`config.mk`:
```
export PLATFORM = sky130hd
export DESIGN_NAME = dma_chan_csr
export DESIGN_NICKNAME = d
export VERILOG_FILES = /design/src/rtl/dcsr_pkg.sv /design/src/rtl/dcsr_chan_fsm.sv /design/src/rtl/dcsr_status.sv /design/src/rtl/dcsr_desc_mirror.sv /design/src/rtl/dma_chan_csr.sv
export SDC_FILE = /design/constraint.sdc
export NUM_CORES = 1
export LEC_CHECK = 0
export CELL_PAD_IN_SITES_DETAIL_PLACEMENT = 1
export CELL_PAD_IN_SITES_GLOBAL_PLACEMENT = 1
export CORE_MARGIN = 2
export CORE_UTILIZATION = 40
export CTS_BUF_LIST = sky130_fd_sc_hd__clkbuf_4 sky130_fd_sc_hd__clkbuf_8
export DETAILED_ROUTE_END_ITERATION = 12
export GPL_ROUTABILITY_DRIVEN = 0
export GPL_TIMING_DRIVEN = 0
export PLACE_DENSITY_LB_ADDON = 0.1
export SYNTH_ARGS = -nofsm -noshare
export SYNTH_HDL_FRONTEND = slang
export SYNTH_SLANG_ARGS = --single-unit
export TNS_END_PERCENT = 50
```
`constraint.sdc`:
```
create_clock -name clk -period 2.7 [get_ports clk]
set_input_delay 0.54 -clock clk [delete_from_list [all_inputs] [get_ports clk]]
set_output_delay 0.54 -clock clk [all_outputs]
set_load 0.01 [all_outputs]
```
`src/rtl/dcsr_pkg.sv`:
```
package dcsr_pkg;
    localparam int DATA_W   = 32;
    localparam int OFS_W    = 8;
    localparam int N_DESC   = 6;

    // word indices inside the channel window (byte offset >> 2)
    localparam int IDX_CS   = 0;
    localparam int IDX_CB   = 1;
    localparam int IDX_DESC = 2;
    localparam int IDX_DBG  = IDX_DESC + N_DESC;

    // control/status bit positions
    localparam int B_ACT    = 0;
    localparam int B_END    = 1;
    localparam int B_INT    = 2;
    localparam int B_PAUSE  = 4;
    localparam int B_HELD   = 5;
    localparam int B_ERR    = 8;
    localparam int B_ABORT  = 30;
    localparam int B_SRST   = 31;

    localparam logic [31:0] CS_WR_MASK  = 32'h30FF_0001;
    localparam logic [31:0] FIELD_MASK  = CS_WR_MASK & ~(32'h1 << B_ACT);

    typedef enum logic {
        CH_IDLE = 1'b0,
        CH_RUN  = 1'b1
    } ch_state_e;
endpackage

```
`src/rtl/dcsr_chan_fsm.sv`:
```
module dcsr_chan_fsm
    import dcsr_pkg::*;
(
    input  logic clk,
    input  logic rst_n,
    input  logic wr_cs,
    input  logic wr_active,
    input  logic eng_done,
    output logic active,
    output logic start_evt,
    output logic start_o
);
    ch_state_e state_q, state_d;

    // transitions: go, halt, finish
    always_comb begin
        state_d = state_q;
        unique case (state_q)
            CH_IDLE: if (wr_cs && wr_active && !eng_done) state_d = CH_RUN;
            CH_RUN: begin
                if (eng_done)                     state_d = CH_IDLE;
                else if (wr_cs && !wr_active)     state_d = CH_IDLE;
            end
            default: state_d = CH_IDLE;
        endcase
    end

    always_ff @(posedge clk or negedge rst_n) begin
        if (!rst_n) state_q <= CH_IDLE;
        else        state_q <= state_d;
    end

    assign active    = (state_q == CH_RUN);
    assign start_evt = (state_q == CH_IDLE) && (state_d == CH_RUN);

    always_ff @(posedge clk or negedge rst_n) begin
        if (!rst_n) start_o <= 1'b0;
        else        start_o <= start_evt;
    end

    assert_start_edge_R3: assert property (@(posedge clk) disable iff (!rst_n)
        start_o |-> (active && !$past(active)));
    assert_done_stops_R7: assert property (@(posedge clk) disable iff (!rst_n)
        eng_done |=> !active);
    assert_no_start_on_done_R8: assert property (@(posedge clk) disable iff (!rst_n)
        eng_done |=> !start_o);
endmodule

```
`src/rtl/dcsr_status.sv`:
```
module dcsr_status
    import dcsr_pkg::*;
#(
    parameter int DW = DATA_W
) (
    input  logic          clk,
    input  logic          rst_n,
    input  logic          wr_cs,
    input  logic          wr_cb,
    input  logic [DW-1:0] wdata,
    input  logic          active,
    input  logic          start_evt,
    input  logic          eng_done,
    input  logic          eng_int_req,
    input  logic          eng_err,
    input  logic          eng_held,
    input  logic [DW-1:0] eng_next_addr,
    output logic [DW-1:0] cs_word,
    output logic [DW-1:0] cb_addr,
    output logic          irq
);
    logic          end_q, int_q, pause_q, err_q;
    logic [DW-1:0] field_q;
    logic          srst;

    assign srst = wr_cs && wdata[B_SRST];

    always_ff @(posedge clk or negedge rst_n) begin
        if (!rst_n) begin
            end_q   <= 1'b0;
            int_q   <= 1'b0;
            pause_q <= 1'b0;
            err_q   <= 1'b0;
            field_q <= '0;
        end else if (srst) begin
            end_q   <= 1'b0;
            int_q   <= 1'b0;
            pause_q <= 1'b0;
            err_q   <= 1'b0;
            field_q <= wdata & FIELD_MASK[DW-1:0];
        end else begin
            if (wr_cs && wdata[B_END])      end_q <= 1'b0;
            else if (eng_done)              end_q <= 1'b1;
            if (wr_cs && wdata[B_INT])      int_q <= 1'b0;
            else if (eng_done && eng_int_req) int_q <= 1'b1;
            if (start_evt)                  pause_q <= 1'b0;
            else if (eng_done)              pause_q <= 1'b1;
            if (eng_err)                    err_q <= 1'b1;
            if (wr_cs)                      field_q <= wdata & FIELD_MASK[DW-1:0];
        end
    end

    always_ff @(posedge clk or negedge rst_n) begin
        if (!rst_n)        cb_addr <= '0;
        else if (srst)     cb_addr <= '0;
        else if (wr_cb)    cb_addr <= wdata;
        else if (eng_done) cb_addr <= eng_next_addr;
    end

    always_comb begin
        cs_word          = field_q;
        cs_word[B_ACT]   = active;
        cs_word[B_END]   = end_q;
        cs_word[B_INT]   = int_q;
        cs_word[B_PAUSE] = pause_q;
        cs_word[B_HELD]  = eng_held;
        cs_word[B_ERR]   = err_q;
    end

    assign irq = int_q;

    assert_int_clear_R5: assert property (@(posedge clk) disable iff (!rst_n)
        (wr_cs && wdata[B_INT]) |=> !irq);
    assert_end_clear_R4: assert property (@(posedge clk) disable iff (!rst_n)
        (wr_cs && wdata[B_END]) |=> !cs_word[B_END]);
    assert_done_end_R7: assert property (@(posedge clk) disable iff (!rst_n)
        (eng_done && !(wr_cs && (wdata[B_END] || wdata[B_SRST]))) |=> cs_word[B_END]);
    assert_srst_cb_R6: assert property (@(posedge clk) disable iff (!rst_n)
        srst |=> (cb_addr == '0 && !cs_word[B_ERR]));
    assert_err_sticky_R12: assert property (@(posedge clk) disable iff (!rst_n)
        (cs_word[B_ERR] && !srst) |=> cs_word[B_ERR]);
endmodule

```
`src/rtl/dcsr_desc_mirror.sv`:
```
module dcsr_desc_mirror
    import dcsr_pkg::*;
#(
    parameter int N  = N_DESC,
    parameter int DW = DATA_W
) (
    input  logic                 clk,
    input  logic                 rst_n,
    input  logic                 load,
    input  logic [N-1:0][DW-1:0] din,
    output logic [N-1:0][DW-1:0] dout
);
    for (genvar g = 0; g < N; g++) begin : g_fld
        always_ff @(posedge clk or negedge rst_n) begin
            if (!rst_n)    dout[g] <= '0;
            else if (load) dout[g] <= din[g];
        end
    end

    assert_hold_R10: assert property (@(posedge clk) disable iff (!rst_n)
        !load |=> $stable(dout));
endmodule

```
`src/rtl/dma_chan_csr.sv`:
```
module dma_chan_csr
    import dcsr_pkg::*;
#(
    parameter int DW = DATA_W,
    parameter int AW = OFS_W
) (
    input  logic          clk,
    input  logic          rst_n,
    input  logic          bus_wr,
    input  logic [AW-1:0] bus_addr,
    input  logic [DW-1:0] bus_wdata,
    output logic [DW-1:0] bus_rdata,
    input  logic          eng_done,
    input  logic          eng_int_req,
    input  logic          eng_err,
    input  logic          eng_held,
    input  logic [DW-1:0] eng_next_addr,
    input  logic          eng_desc_vld,
    input  logic [DW-1:0] eng_desc_info,
    input  logic [DW-1:0] eng_desc_src,
    input  logic [DW-1:0] eng_desc_dst,
    input  logic [DW-1:0] eng_desc_len,
    input  logic [DW-1:0] eng_desc_stride,
    input  logic [DW-1:0] eng_desc_next,
    output logic          start_o,
    output logic          irq_o,
    output logic [DW-1:0] cb_addr_o
);
    localparam int IW = AW - 2;

    logic          aligned;
    logic [IW-1:0] widx;
    logic          wr_cs, wr_cb, wr_dbg;
    logic          active, start_evt;
    logic [DW-1:0] cs_word, dbg_q;
    logic [N_DESC-1:0][DW-1:0] desc_in, desc_q;

    assign aligned = (bus_addr[1:0] == 2'b00);
    assign widx    = bus_addr[AW-1:2];
    assign wr_cs   = bus_wr && aligned && (widx == IW'(IDX_CS));
    assign wr_cb   = bus_wr && aligned && (widx == IW'(IDX_CB));
    assign wr_dbg  = bus_wr && aligned && (widx == IW'(IDX_DBG));

    dcsr_chan_fsm u_fsm (
        .clk       (clk),
        .rst_n     (rst_n),
        .wr_cs     (wr_cs),
        .wr_active (bus_wdata[B_ACT]),
        .eng_done  (eng_done),
        .active    (active),
        .start_evt (start_evt),
        .start_o   (start_o)
    );

    dcsr_status #(.DW(DW)) u_status (
        .clk           (clk),
        .rst_n         (rst_n),
        .wr_cs         (wr_cs),
        .wr_cb         (wr_cb),
        .wdata         (bus_wdata),
        .active        (active),
        .start_evt     (start_evt),
        .eng_done      (eng_done),
        .eng_int_req   (eng_int_req),
        .eng_err       (eng_err),
        .eng_held      (eng_held),
        .eng_next_addr (eng_next_addr),
        .cs_word       (cs_word),
        .cb_addr       (cb_addr_o),
        .irq           (irq_o)
    );

    assign desc_in[0] = eng_desc_info;
    assign desc_in[1] = eng_desc_src;
    assign desc_in[2] = eng_desc_dst;
    assign desc_in[3] = eng_desc_len;
    assign desc_in[4] = eng_desc_stride;
    assign desc_in[5] = eng_desc_next;

    dcsr_desc_mirror #(.N(N_DESC), .DW(DW)) u_mirror (
        .clk   (clk),
        .rst_n (rst_n),
        .load  (eng_desc_vld),
        .din   (desc_in),
        .dout  (desc_q)
    );

    always_ff @(posedge clk or negedge rst_n) begin
        if (!rst_n)      dbg_q <= '0;
        else if (wr_dbg) dbg_q <= bus_wdata;
    end

    always_comb begin
        bus_rdata = '0;
        if (aligned) begin
            if (widx == IW'(IDX_CS))       bus_rdata = cs_word;
            else if (widx == IW'(IDX_CB))  bus_rdata = cb_addr_o;
            else if (widx == IW'(IDX_DBG)) bus_rdata = dbg_q;
            else if (widx >= IW'(IDX_DESC) && widx < IW'(IDX_DBG))
                bus_rdata = desc_q[widx - IW'(IDX_DESC)];
        end
    end

    assert_dbg_hold_R11: assert property (@(posedge clk) disable iff (!rst_n)
        !wr_dbg |=> $stable(dbg_q));
    assert_irq_status_R5: assert property (@(posedge clk) disable iff (!rst_n)
        irq_o == cs_word[B_INT]);
endmodule

```
### Yosys cells after proc, flatten, opt, wreduce, memory -nomap -nowiden

Index checks and enable logic that the tools add are counted.

* register bits: 294
* input port bits: 272
* logic and storage cells: 71

* $add $sub $neg: 1
* order comparisons: 3
* equal/unequal tests: 2
* muxes and demuxes: 26
* bitwise gates (word level): 1
* reductions and logical operators: 23

Operators by type and width (number)
* $mux 32: 11
* $bmux 32 s3: 1
* $logic_and 1x1->1: 13
* $mux 1: 13
* $lt 6x4->1 const B: 2
* $reduce_bool 3->1: 4
* $eq 6x1->1 const B: 1
* $eq 6x4->1 const B: 1
* $ge 6x2->1 const B: 1
* $logic_not 6->1: 1
* $sub 6x2->6 const B: 1
* $reduce_bool 2->1: 2
* $logic_not 1->1: 2
* $logic_not 2->1: 1
* $pmux 1 s2: 1
* $not 1->1: 1

### Longest topological paths before layout

Gate-level depths: netlist (run 1).

* depth in word-level cells: 10
* depth in mapped cells: 7
* gate-level depth less buffers: 6

### Cells and area by module

Synthesis (run 1) repeated with hierarchy kept, for this count alone.

* cells, all modules: 1032
* area, all modules: 13671.9 um^2

Modules (own cells, without submodules)
* dcsr_desc_mirror: instances 1, cells an instance 405, area an instance 7196.9 um^2, seq. area each 4804.6 um^2
* dma_chan_csr: instances 1, cells an instance 453, area an instance 4108.9 um^2, seq. area each 800.8 um^2
* dcsr_status: instances 1, cells an instance 168, area an instance 2292.2 um^2, seq. area each 1151.1 um^2
* dcsr_chan_fsm: instances 1, cells an instance 6, area an instance 73.8 um^2, seq. area each 50.0 um^2

### Worst setup path after synthesis (run 1)

OpenSTA, ideal clock, no wires.

* kind: input-to-output
* start point: in bus_addr[2]
* end point: out bus_rdata[10]
* arrival time: 2029 ps
* required time: 2160 ps
* path slack: 131 ps
* stages: 6
* cells stage by stage: buf_2 -> buf_2 -> mux4_2 -> o2bb2ai_1 -> a221oi_1 -> nor2_1

* longest elaborated chain between the ends: 8
* elaborated cells between the ends (all ways): 14
* classes of those cells: 1 x add/sub; 2 x order compare; 2 x eq/ne; 7 x mux; 2 x reduce/logical

Ends and longest elaborated chain
* start: declaration: line dma_chan_csr.sv:10 `input logic [AW-1:0] bus_addr,`
* $sub 6x2->6: line dma_chan_csr.sv:100 `bus_rdata = desc_q[widx - IW'(IDX_DESC)];`
* $bmux 32 s3: line dma_chan_csr.sv:100
* $mux 32 (not written as such): line dma_chan_csr.sv:100
* $mux 32: line dma_chan_csr.sv:99 `else if (widx >= IW'(IDX_DESC) && widx < IW'(IDX_DBG))`
* $mux 32: line dma_chan_csr.sv:98 `else if (widx == IW'(IDX_DBG)) bus_rdata = dbg_q;`
* $mux 32: line dma_chan_csr.sv:97 `else if (widx == IW'(IDX_CB)) bus_rdata = cb_addr_o;`
* $mux 32 *: line dma_chan_csr.sv:96 `if (widx == IW'(IDX_CS)) bus_rdata = cs_word;`
* $mux 32 *: line dma_chan_csr.sv:95 `if (aligned) begin`
* end: declaration: line dma_chan_csr.sv:12 `output logic [DW-1:0] bus_rdata,`

Every way passes the cells marked *; elsewhere a longest branch is shown, timed or not. The select of a mux whose other input is x is not followed.

### Final worst setup path (run 1)

* start point: reg u_mirror.dout[13] in the netlist's numbering
* end point: out bus_rdata[13]

* longest elaborated chain between the ends: 7

Ends and longest elaborated chain
* start: declaration: line dcsr_desc_mirror.sv:11 `output logic [N-1:0][DW-1:0] dout`
* start signal: indexed assignment: line dcsr_desc_mirror.sv:16 `else if (load) dout[g] <= din[g];`
* $bmux 32 s3: line dma_chan_csr.sv:100
* $mux 32 (not written as such): line dma_chan_csr.sv:100
* $mux 32: line dma_chan_csr.sv:99
* $mux 32: line dma_chan_csr.sv:98
* $mux 32: line dma_chan_csr.sv:97
* $mux 32: line dma_chan_csr.sv:96
* $mux 32: line dma_chan_csr.sv:95

No other way between the ends. The select of a mux whose other input is x is not followed.

==> impl_metrics.ini, run 1 <==
[run_status]
status = complete, but fails checks
failed_checks = negative setup slack

[sta]
fin_ws_ns = -0.0478
worst_pin_slew_ns = 0.860
fin_tns_setup_ns = -0.143
timing.final.crit_period_ns = 2.75
timing.final.max_slew_violations = 0
final_min_period_over_clock_period = 1.02
fin_skew_ns = 0.0104
grt_setup_unrepaired = yes
final_hold_viol_count = 0
max_freq_mhz = 364
slew-limit-headroom = 0.426
finalSetupViolations = 7

[detailed_routing]
ant_nets = 0
via_count = 9596
routedWlPerCell_um = 24.6
drc_errors = 0
detailedRoute.firstIterationViolations = 448
first_pass_iteration_count_of_the_detailed_router = 4
postRouteWirelength_um = 43700
via_per_inst = 5.42

[synthesis]
synth-async-reset-ratio = 1.00
synth.net_count = 1195
synth_seq_cells = 272
yosysSeqAreaShare = 0.538
synth_largest_area_cell = sky130_fd_sc_hd__dfrtp_1
synth.top_cell.area_share = 0.538
count_of_unique_library_cells_instantiated_by_yosys = 34
synth-edff-count = 0
post_synth.cell_area_avg_um2 = 13.7
synth-main-ff-cell = sky130_fd_sc_hd__dfrtp_1
postSynthCellCount = 922
yosys-top-cells-area = sky130_fd_sc_hd__dfrtp_1 (54%), sky130_fd_sc_hd__mux2_2 (21%), sky130_fd_sc_hd__mux4_2 (5.7%)
synth.cell_area_um2 = 12700
ys.warnings.count = 0

[grt]
antenna_found_initial = 10
pin_count_of_the_biggest_net_entering_global_routing = 106
grt_pass1_vias = 10700
overflow = 0
grt_use_total = 0.266
grt_first_pass_wirelength_um = 65900

[clock_tree]
cts_tree = done
clockBufferDepth = 3
cts_sinks = 272
path_clk_slew_ns = 0.06
tritoncts.num_buffers = 47
cts-htree-levels = 2
cts.root.buffer_cell = sky130_fd_sc_hd__clkbuf_8
clk_latency_ns = 0.56

[floorplanning]
count_of_pins_on_the_block_boundary = 338
core_area_um2 = 31300
dieHeight_um = 182
rows = 65
design.die.area_um2 = 33100
initial_core_util = 0.404
die-width_um = 182

[critical_path]
cp.arrival_ns = 2.21
timing.rr.end = u_status.pause_q
rr_worst_depth = 3
reg2reg_from = u_fsm.active
worst_setup_path_start_kind = flip-flop
worstPathMaxFanout = 2
reg2reg_slack_ns = 1.65
timing_worst_setup_path_type = reg -> out
critical_path_required_ns = 2.16
timing.critical_path.to_type = output port

[placement]
dp_hpwl_um = 31600
port_buffers = 334

[power_and_ir_drop]
vdd_drop_max_v = 0.000447
power_density_nw_per_um2 = 559
power.leakage_nw = 7.88

[worst_hold_path]
timing.hold.worst.class = reg -> reg
min_delay_worst_endpoint = u_status.end_q
min_delay_path_depth = 1
min-delay-start = u_status.end_q

[layout]
finish.net_count = 1609
multi_input_comb_area_um2 = 6100
final_common_cell = sky130_fd_sc_hd__clkdlybuf4s50_1
finish.utilization = 0.593
layout.filler_cells = 3110
share_of_cells_above_drive_strength_1 = 0.399
seq_cell_area_um2 = 6810
most-common-layout-cells = sky130_fd_sc_hd__clkdlybuf4s50_1 (296), sky130_fd_sc_hd__dfrtp_1 (272), sky130_fd_sc_hd__mux2_2 (235)
synthToLayoutAreaGrowth_pct = 46.8

[run]
drv.max_cap_violation_count = 0
## flip-flops by register name (all words and copies together) (netlist names)
| signal | flops |
|---|---|
| dbg_q | 32 |
| u_fsm.active | 1 |
| u_fsm.start_o | 1 |
| u_mirror.dout | 192 |
| u_status.cb_addr | 32 |
| u_status.end_q | 1 |
| u_status.err_q | 1 |
| u_status.field_q | 10 |
| u_status.irq | 1 |
| u_status.pause_q | 1 |
## area by class of cell
cell class | instances | area share
Tap cell | 402 | 0.0271
Antenna cell | 6 | 0.000809
Sequential cell | 272 | 0.367
Inverter | 4 | 0.000809
Clock inverter | 5 | 0.00168
Multi-Input combinational cell | 576 | 0.329
Clock buffer | 72 | 0.0490
Timing Repair Buffer | 369 | 0.191
Buffer | 66 | 0.0346
## power by group
part	leakage [nW]	internal [mW]	switching, mW	total (mW)
clock network	0.500	2.13	1.71	3.84
logic	4.10	1.10	0.790	1.89
registers	3.28	4.44	0.215	4.66
total	7.88	7.67	2.72	10.4
## cell usage after synthesis (all sizes together), types with 2 or more instances
cell,instances
clkbuf,49
mux2,235
or2,2
a21oi,22
nor3b,2
a221oi,32
inv,4
nand3,3
nor3,3
buf,21
nor2,23
o21ai,64
dfrtp,272
o2bb2ai,32
mux4,32
nand2,49
mux2i,65
## cells by family (layout without fill, tap and decap cells)
group | after synthesis | count (layout) | share of synthesized area
multiplexers | 332 | 332 | 0.318
adder cells (fa/ha/maj) | 1 | 1 | 0.000989
AND/OR/NAND/NOR | 88 | 88 | 0.0313
flip-flops | 272 | 272 | 0.538
AO/OA/AOI/OAI | 155 | 155 | 0.0857
buffers and inverters | 74 | 516 | 0.0265
other | 0 | 6 | 0
## worst max path at each step
stage | startpoint | endpoint | depth (start not counted)
after floorplan | bus_addr[2] | bus_rdata[10] | 6
after global placement | rst_n | u_mirror.dout[21] | 1
after detailed placement | bus_addr[3] | bus_rdata[14] | 8
after CTS | u_mirror.dout[27] | bus_rdata[27] | 5
after global routing | u_mirror.dout[45] | bus_rdata[13] | 5
final | u_mirror.dout[13] | bus_rdata[13] | 5
## worst max-delay path: stages (launching register included)
cell and delay, ns:
sky130_fd_sc_hd__dfrtp_1 0.38, sky130_fd_sc_hd__mux4_2 0.54, sky130_fd_sc_hd__o2bb2ai_4 0.17, sky130_fd_sc_hd__a221oi_2 0.31
sky130_fd_sc_hd__nor2_1 0.09, sky130_fd_sc_hd__buf_2 0.15
## layer usage
metal / up-vias / routed length, um / global-route usage
met3: 76 / 2960 / 0.0684
li1: 4273 / - / -
met5: - / 50 / 0
met4: 8 / 988 / 0.0790
met2: 310 / 21500 / 0.450
met1: 4929 / 18100 / 0.336
## timing repair
item / CTS / global route
gates resized for setup: 312 / 33
setup endpoints to repair: 32 / 32
setup buffers: 16 / 11
endpoints found under the hold margin: 68 / 0
cloned: 5 / 0
pin swaps: 34 / 17
hold buffers: 1 / 0
## per-stage QoR
step	cells	total power [mW]	setup WS (ns)	instance area, um2	hold WS, ns
3_3_place_gp	1658	6.32	-11.37	16500	0.469
6_report	1772	10.4	-0.0478	18600	0.499
2_1_floorplan	922	5.44	0.131	12700	0.244
4_1_cts	1758	10.4	-0.0787	18300	0.441
5_1_grt	1769	10.8	-0.132	18600	0.482
3_5_place_dp	1660	6.38	-1.42	16600	0.487
No activity file was read; power rests on OpenSTA's default activity.
==> inputs of run 2 (changes only) <==
--- a/config.mk
+++ b/config.mk
@@ -8,7 +8,7 @@
 export CELL_PAD_IN_SITES_DETAIL_PLACEMENT = 1
 export CELL_PAD_IN_SITES_GLOBAL_PLACEMENT = 1
 export CORE_MARGIN = 2
-export CORE_UTILIZATION = 40
+export CORE_UTILIZATION = 43
 export CTS_BUF_LIST = sky130_fd_sc_hd__clkbuf_4 sky130_fd_sc_hd__clkbuf_8
 export DETAILED_ROUTE_END_ITERATION = 12
 export GPL_ROUTABILITY_DRIVEN = 0
==> constraint.sdc (replaced) <==
create_clock -name clk -period 3.6 [get_ports clk]
set_input_delay 0.72 -clock clk [delete_from_list [all_inputs] [get_ports clk]]
set_output_delay 0.72 -clock clk [all_outputs]
set_load 0.01 [all_outputs]
==> run 2 against run 1 <==
Compared with the run above:
- the run still ends with negative setup slack left
- clock skew decreased by 0.0066 ns
- clock power decreased by 24%
- die area decreased by 6.8%
- sequential power decreased by 25%
- critical path type is now in -> out
- largest cell class unchanged
==> impl_metrics.ini, run 2 (same netlist as run 1, synthesis figures left out) <==
[floorplanning]
count_of_pins_on_the_block_boundary = 338
initial_core_util = 0.438
design.die.area_um2 = 30800
core_area_um2 = 28900
rows = 62
die-width_um = 176
dieHeight_um = 176

[detailed_routing]
detailedRoute.firstIterationViolations = 468
via_count = 9552
first_pass_iteration_count_of_the_detailed_router = 5
drc_errors = 0
via_per_inst = 5.48
routedWlPerCell_um = 24.3
ant_nets = 0
postRouteWirelength_um = 42400

[layout]
finish.cell_count_without_fillers = 1744
share_of_cells_above_drive_strength_1 = 0.353
register_with_the_most_flip_flops = u_mirror.dout
most-common-layout-cells = sky130_fd_sc_hd__clkdlybuf4s50_1 (300), sky130_fd_sc_hd__dfrtp_1 (272), sky130_fd_sc_hd__mux2_2 (235)
finish.net_count = 1598
synthToLayoutAreaGrowth_pct = 42.6
seq_cell_area_um2 = 6810
multi_input_comb_area_um2 = 5760
layout.filler_cells = 2812
final_common_cell = sky130_fd_sc_hd__clkdlybuf4s50_1
post-route-cell-area_um2 = 18000
largest_register_ffs = 192
reg_top3 = u_mirror.dout x192, dbg_q x32, u_status.cb_addr x32

[critical_path]
timing.critical_path.to_type = output port
cp.arrival_ns = 2.95
worstPathMaxFanout = 7
critical_path_required_ns = 2.88
cpMostUsedCell = sky130_fd_sc_hd__buf_4
worst_setup_path_start_kind = input pin
timing_worst_setup_path_type = in -> out
critical_path.max_stage_delay_ns = 0.44
critical_path.slowest_cell = sky130_fd_sc_hd__clkdlybuf4s50_1
timing.critical_path.cells = clkdlybuf4s50_1 -> buf_6 -> or2_1 -> buf_4 -> nor3_4 -> buf_4 -> buf_6 -> buf_4 -> buf_4 -> a221oi_2 -> nor2_1 -> buf_2

[clock_tree]
cts.root.buffer_cell = sky130_fd_sc_hd__clkbuf_8
path_clk_slew_ns = 0.06
clockBufferDepth = 3
tritoncts.num_buffers = 47
cts_tree = done
cts_sinks = 272
post_cts_hold_buffer_count = 0
cts-htree-levels = 2
clk_latency_ns = 0.56

[placement]
dp_hpwl_um = 31100
port_buffers = 334
dpl-instance-area_um2 = 16500
place.detailed.instances = 1642

[sta]
grt_setup_unrepaired = yes
worst_hold_slack_ns = 0.0741
final_min_period_over_clock_period = 1.02
fin_skew_ns = 0.00384
finalSetupViolations = 2
slew-limit-headroom = 0.440
fin_ws_ns = -0.0667
max_freq_mhz = 273
worst_pin_slew_ns = 0.840
fin_tns_setup_ns = -0.0710
timing.final.max_slew_violations = 0
final_hold_viol_count = 0
timing.final.crit_period_ns = 3.67

[grt]
overflow = 0
grt_pass1_vias = 10400
pin_count_of_the_biggest_net_entering_global_routing = 114
antenna_found_initial = 8
grt_use_total = 0.271
grt_first_pass_wirelength_um = 63300

[run]
drv.max_cap_violation_count = 0

[run_status]
failed_checks = negative setup slack
status = complete, but fails checks

[power_and_ir_drop]
final_power_mw = 7.73
vdd_drop_max_v = 0.000295
power_density_nw_per_um2 = 428
power.leakage_nw = 7.74

[worst_hold_path]
timing.hold.worst.class = in -> async
run 2: cell types whose count changed in the layout (fill, tap and decap cells not counted), moves of 6 or more:
cell and delta:
sky130_fd_sc_hd__a21oi_2 -8, sky130_fd_sc_hd__a221oi_2 -8, sky130_fd_sc_hd__o2bb2ai_4 -9, sky130_fd_sc_hd__o2bb2ai_1 +8, sky130_fd_sc_hd__dlygate4sd2_1 +7, sky130_fd_sc_hd__clkbuf_16 -6, sky130_fd_sc_hd__a21oi_1 +8, sky130_fd_sc_hd__buf_2 -28
sky130_fd_sc_hd__a221oi_1 +10, sky130_fd_sc_hd__buf_6 -7, sky130_fd_sc_hd__clkbuf_2 +17
run 2: metrics by stage:
stage	setup WS, ns	util
6_report	-0.0667	0.625
5_1_grt	-0.126	0.625
4_1_cts	-0.181	0.619
3_5_place_dp	-0.794	0.573
3_3_place_gp	-10.42	0.571
2_1_floorplan	0.671	-
run 2: where the power goes:
part | switching, mW | internal, mW
Combinational | 0.549 | 0.767
Clock | 1.28 | 1.64
Sequential | 0.158 | 3.33
Total | 1.98 | 5.74
run 2: critical path, delay by kind of cell:
family / cells / cell delay (ns)
simple gates: 3 / 0.68
compound gates: 1 / 0.04
buf+inv: 8 / 1.50
run 2: final timing paths:
| path | from | endpoint | slack [ns] | cells after the start |
|---|---|---|---|---|
| max in group asynchronous | rst_n | u_mirror.dout[53] | 2.09 | 3 |
| hold / removal | rst_n | u_status.cb_addr[10] | 0.07 | 1 |
| setup / recovery | bus_addr[3] | bus_rdata[26] | -0.07 | 12 |
| min in group clk | u_status.end_q | u_status.end_q | 0.50 | 1 |
| setup reg to reg | u_fsm.active | u_status.pause_q | 2.52 | 3 |
| hold reg to reg | u_status.end_q | u_status.end_q | 0.50 | 1 |
run 2: layout make-up:
type / instances / area share
buffer: 68 / 0.0284
clock inverter: 5 / 0.00194
clock buffer: 74 / 0.0520
antenna: 5 / 0.000694
tap: 384 / 0.0266
sequential: 272 / 0.377
timing repair buffer: 356 / 0.193
inverter: 4 / 0.000833
multi-input combinational: 576 / 0.319
run 2: what timing repair did:
| item | 4_1_cts | 5_1_grt |
|---|---|---|
| setup buffers | 10 | 10 |
| pin swaps | 6 | 9 |
| gates resized for setup | 121 | 69 |
| endpoints found under the setup margin | 32 | 27 |
run 2: layer usage:
layer | wire, um | global-route usage
met1 | 17700 | 0.348
met2 | 20700 | 0.455
met3 | 3140 | 0.0751
met4 | 771 | 0.0668
met5 | 41 | 0
==> inputs of run 3 (changes only) <==
--- a/config.mk
+++ b/config.mk
@@ -8,12 +8,13 @@
 export CELL_PAD_IN_SITES_DETAIL_PLACEMENT = 1
 export CELL_PAD_IN_SITES_GLOBAL_PLACEMENT = 1
 export CORE_MARGIN = 2
-export CORE_UTILIZATION = 43
+export CORE_UTILIZATION = 40
 export CTS_BUF_LIST = sky130_fd_sc_hd__clkbuf_4 sky130_fd_sc_hd__clkbuf_8
 export DETAILED_ROUTE_END_ITERATION = 12
 export GPL_ROUTABILITY_DRIVEN = 0
 export GPL_TIMING_DRIVEN = 0
 export PLACE_DENSITY_LB_ADDON = 0.1
+export SKIP_CTS_REPAIR_TIMING = 1
 export SYNTH_ARGS = -nofsm -noshare
 export SYNTH_HDL_FRONTEND = slang
 export SYNTH_SLANG_ARGS = --single-unit
==> constraint.sdc (replaced) <==
create_clock -name clk -period 4.2 [get_ports clk]
set_input_delay 0.84 -clock clk [delete_from_list [all_inputs] [get_ports clk]]
set_output_delay 0.84 -clock clk [all_outputs]
set_load 0.01 [all_outputs]
==> run 3 against run 2 <==
Compared with the run above:
- the flow now finishes without violations
- worst setup slack gained 0.089 ns
- sequential share of layout area grew 0.59 points
- clock power shrank 16%
- clock skew grew 0.0034 ns
- design area shrank 1.5%
- power shrank 15%
- via count shrank 2.2%
- routed wire length shrank 1.6%
- critical path type unchanged
==> impl_metrics.ini, run 3 (same netlist as run 1, synthesis figures left out) <==
[run_status]
status = finished clean

[layout]
seq_cell_area_um2 = 6810
final_common_cell = sky130_fd_sc_hd__clkdlybuf4s50_1
largest_register_ffs = 192
reg_top3 = u_mirror.dout x192, dbg_q x32, u_status.cb_addr x32
layout.filler_cells = 3189
multi_input_comb_area_um2 = 5670
finish.cell_count_without_fillers = 1744
share_of_cells_above_drive_strength_1 = 0.322
finish.net_count = 1581
most-common-layout-cells = sky130_fd_sc_hd__clkdlybuf4s50_1 (331), sky130_fd_sc_hd__dfrtp_1 (272), sky130_fd_sc_hd__mux2_2 (235)
synthToLayoutAreaGrowth_pct = 40.4
register_with_the_most_flip_flops = u_mirror.dout

[grt]
pin_count_of_the_biggest_net_entering_global_routing = 106
grt_pass1_vias = 10400
grt_first_pass_wirelength_um = 63500
overflow = 0
grt_use_total = 0.255
antenna_found_initial = 10

[critical_path]
timing_worst_setup_path_type = in -> out
timing.critical_path.to_type = output port
critical_path_required_ns = 3.36
worstPathMaxFanout = 10
cp.arrival_ns = 3.34
worst_setup_path_start_kind = input pin

[detailed_routing]
ant_nets = 0
drc_errors = 0
via_count = 9344
first_pass_iteration_count_of_the_detailed_router = 5
postRouteWirelength_um = 41700
detailedRoute.firstIterationViolations = 319
routedWlPerCell_um = 23.9
via_per_inst = 5.36

[clock_tree]
cts.root.buffer_cell = sky130_fd_sc_hd__clkbuf_8
path_clk_slew_ns = 0.06
cts_tree = done
clk_latency_ns = 0.55
clockBufferDepth = 3
cts_sinks = 272
cts-htree-levels = 2
tritoncts.num_buffers = 47

[floorplanning]
design.die.area_um2 = 33100
rows = 65
count_of_pins_on_the_block_boundary = 338
initial_core_util = 0.404
dieHeight_um = 182
core_area_um2 = 31300
die-width_um = 182

[sta]
timing.final.max_slew_violations = 0
timing.final.crit_period_ns = 4.18
fin_skew_ns = 0.00722
grt_setup_unrepaired = yes
fin_ws_ns = 0.0223
finalSetupViolations = 0
final_hold_viol_count = 0
final_min_period_over_clock_period = 0.995
slew-limit-headroom = 0.437
worst_pin_slew_ns = 0.844
max_freq_mhz = 239

[power_and_ir_drop]
p_seq_frac = 0.457
clock_power_share = 0.376
internal_power_mw = 4.86
sw_frac_of_total = 0.257
p_sw_mw = 1.68
power_density_nw_per_um2 = 368
share_comb_of_total_power = 0.167
vdd_drop_max_v = 0.000286
power.leakage_nw = 7.49

[run]
drv.max_cap_violation_count = 0

[placement]
placement.setup.worst_slack_ns = -0.519
port_buffers = 334
dp_hpwl_um = 31600
place.detailed.instances = 1660

[worst_hold_path]
timing.hold.worst.class = in -> async
run 3: cell types whose count changed in the layout (fill, tap and decap cells not counted), moves of 4 or more:
cell,before,now
sky130_fd_sc_hd__clkbuf_8,70,59
sky130_fd_sc_hd__clkdlybuf4s50_1,300,331
sky130_fd_sc_hd__a221oi_1,19,23
sky130_fd_sc_hd__clkbuf_2,19,4
sky130_fd_sc_hd__dlygate4sd2_1,7,0
sky130_fd_sc_hd__buf_2,11,17
sky130_fd_sc_hd__buf_4,23,7
sky130_fd_sc_hd__clkdlybuf4s15_1,4,0
run 3: layout make-up:
type                       instances  area share
antenna                            6    0.000846
buffer                            69      0.0218
clock buffer                      72      0.0512
clock inverter                     5     0.00176
inverter                           4    0.000846
multi-input combinational        576       0.319
sequential                       272       0.383
tap                              402      0.0283
timing repair buffer             338       0.193
run 3: stage by stage:
stage | setup TNS, ns | hold WS [ns] | power [mW] | instance area [um2] | utilization
global placement | -2766.54 | 0.469 | 4.06 | 16500 | 0.527
finish | 0 | 0.228 | 6.54 | 17800 | 0.567
detailed placement | -11.30 | 0.487 | 4.10 | 16600 | 0.529
global route | -0.0231 | 0.250 | 6.83 | 17700 | 0.567
CTS | -11.43 | 0.239 | 6.58 | 17500 | 0.559
floorplan | 0 | 0.459 | 3.50 | 12700 | -
run 3: metal layers:
layer	vias up	share of wire	GRT usage
met4	8	0.020	0.0696
li1	4215	-	-
met3	62	0.067	0.0654
met5	-	0.0013	0
met2	289	0.49	0.427
met1	4770	0.43	0.329
run 3: path summary, 6_finish.rpt:
| kind | start | endpoint | slack (ns) | depth (start not counted) |
|---|---|---|---|---|
| min | rst_n | u_status.cb_addr[8] | 0.23 | 1 |
| min in group clk | u_status.end_q | u_status.end_q | 0.50 | 1 |
| max reg2reg | u_fsm.active | u_status.pause_q | 3.15 | 3 |
| min reg2reg | u_status.end_q | u_status.end_q | 0.50 | 1 |
| max in group asynchronous | rst_n | u_mirror.dout[119] | 2.56 | 3 |
| max | bus_addr[5] | bus_rdata[1] | 0.02 | 8 |
run 3: power by group through the flow:
stage / Sequential, mW / Clock (mW) / Combinational [mW]
2_1_floorplan: 3.00 / 0 / 0.500
3_3_place_gp: 3.02 / 0 / 1.04
3_5_place_dp: 3.03 / 0 / 1.07
4_1_cts: 2.99 / 2.52 / 1.07
5_1_grt: 3.02 / 2.63 / 1.17
6_report: 2.99 / 2.46 / 1.09
run 3: worst max-delay path: stages:
cell                              delay [ns]
sky130_fd_sc_hd__clkdlybuf4s50_1        0.48
sky130_fd_sc_hd__or3_1                  0.40
sky130_fd_sc_hd__buf_2                  0.21
sky130_fd_sc_hd__a21oi_4                0.23
sky130_fd_sc_hd__clkbuf_4               0.26
sky130_fd_sc_hd__nand2_1                0.08
sky130_fd_sc_hd__a21oi_1                0.24
sky130_fd_sc_hd__clkdlybuf4s50_1        0.59
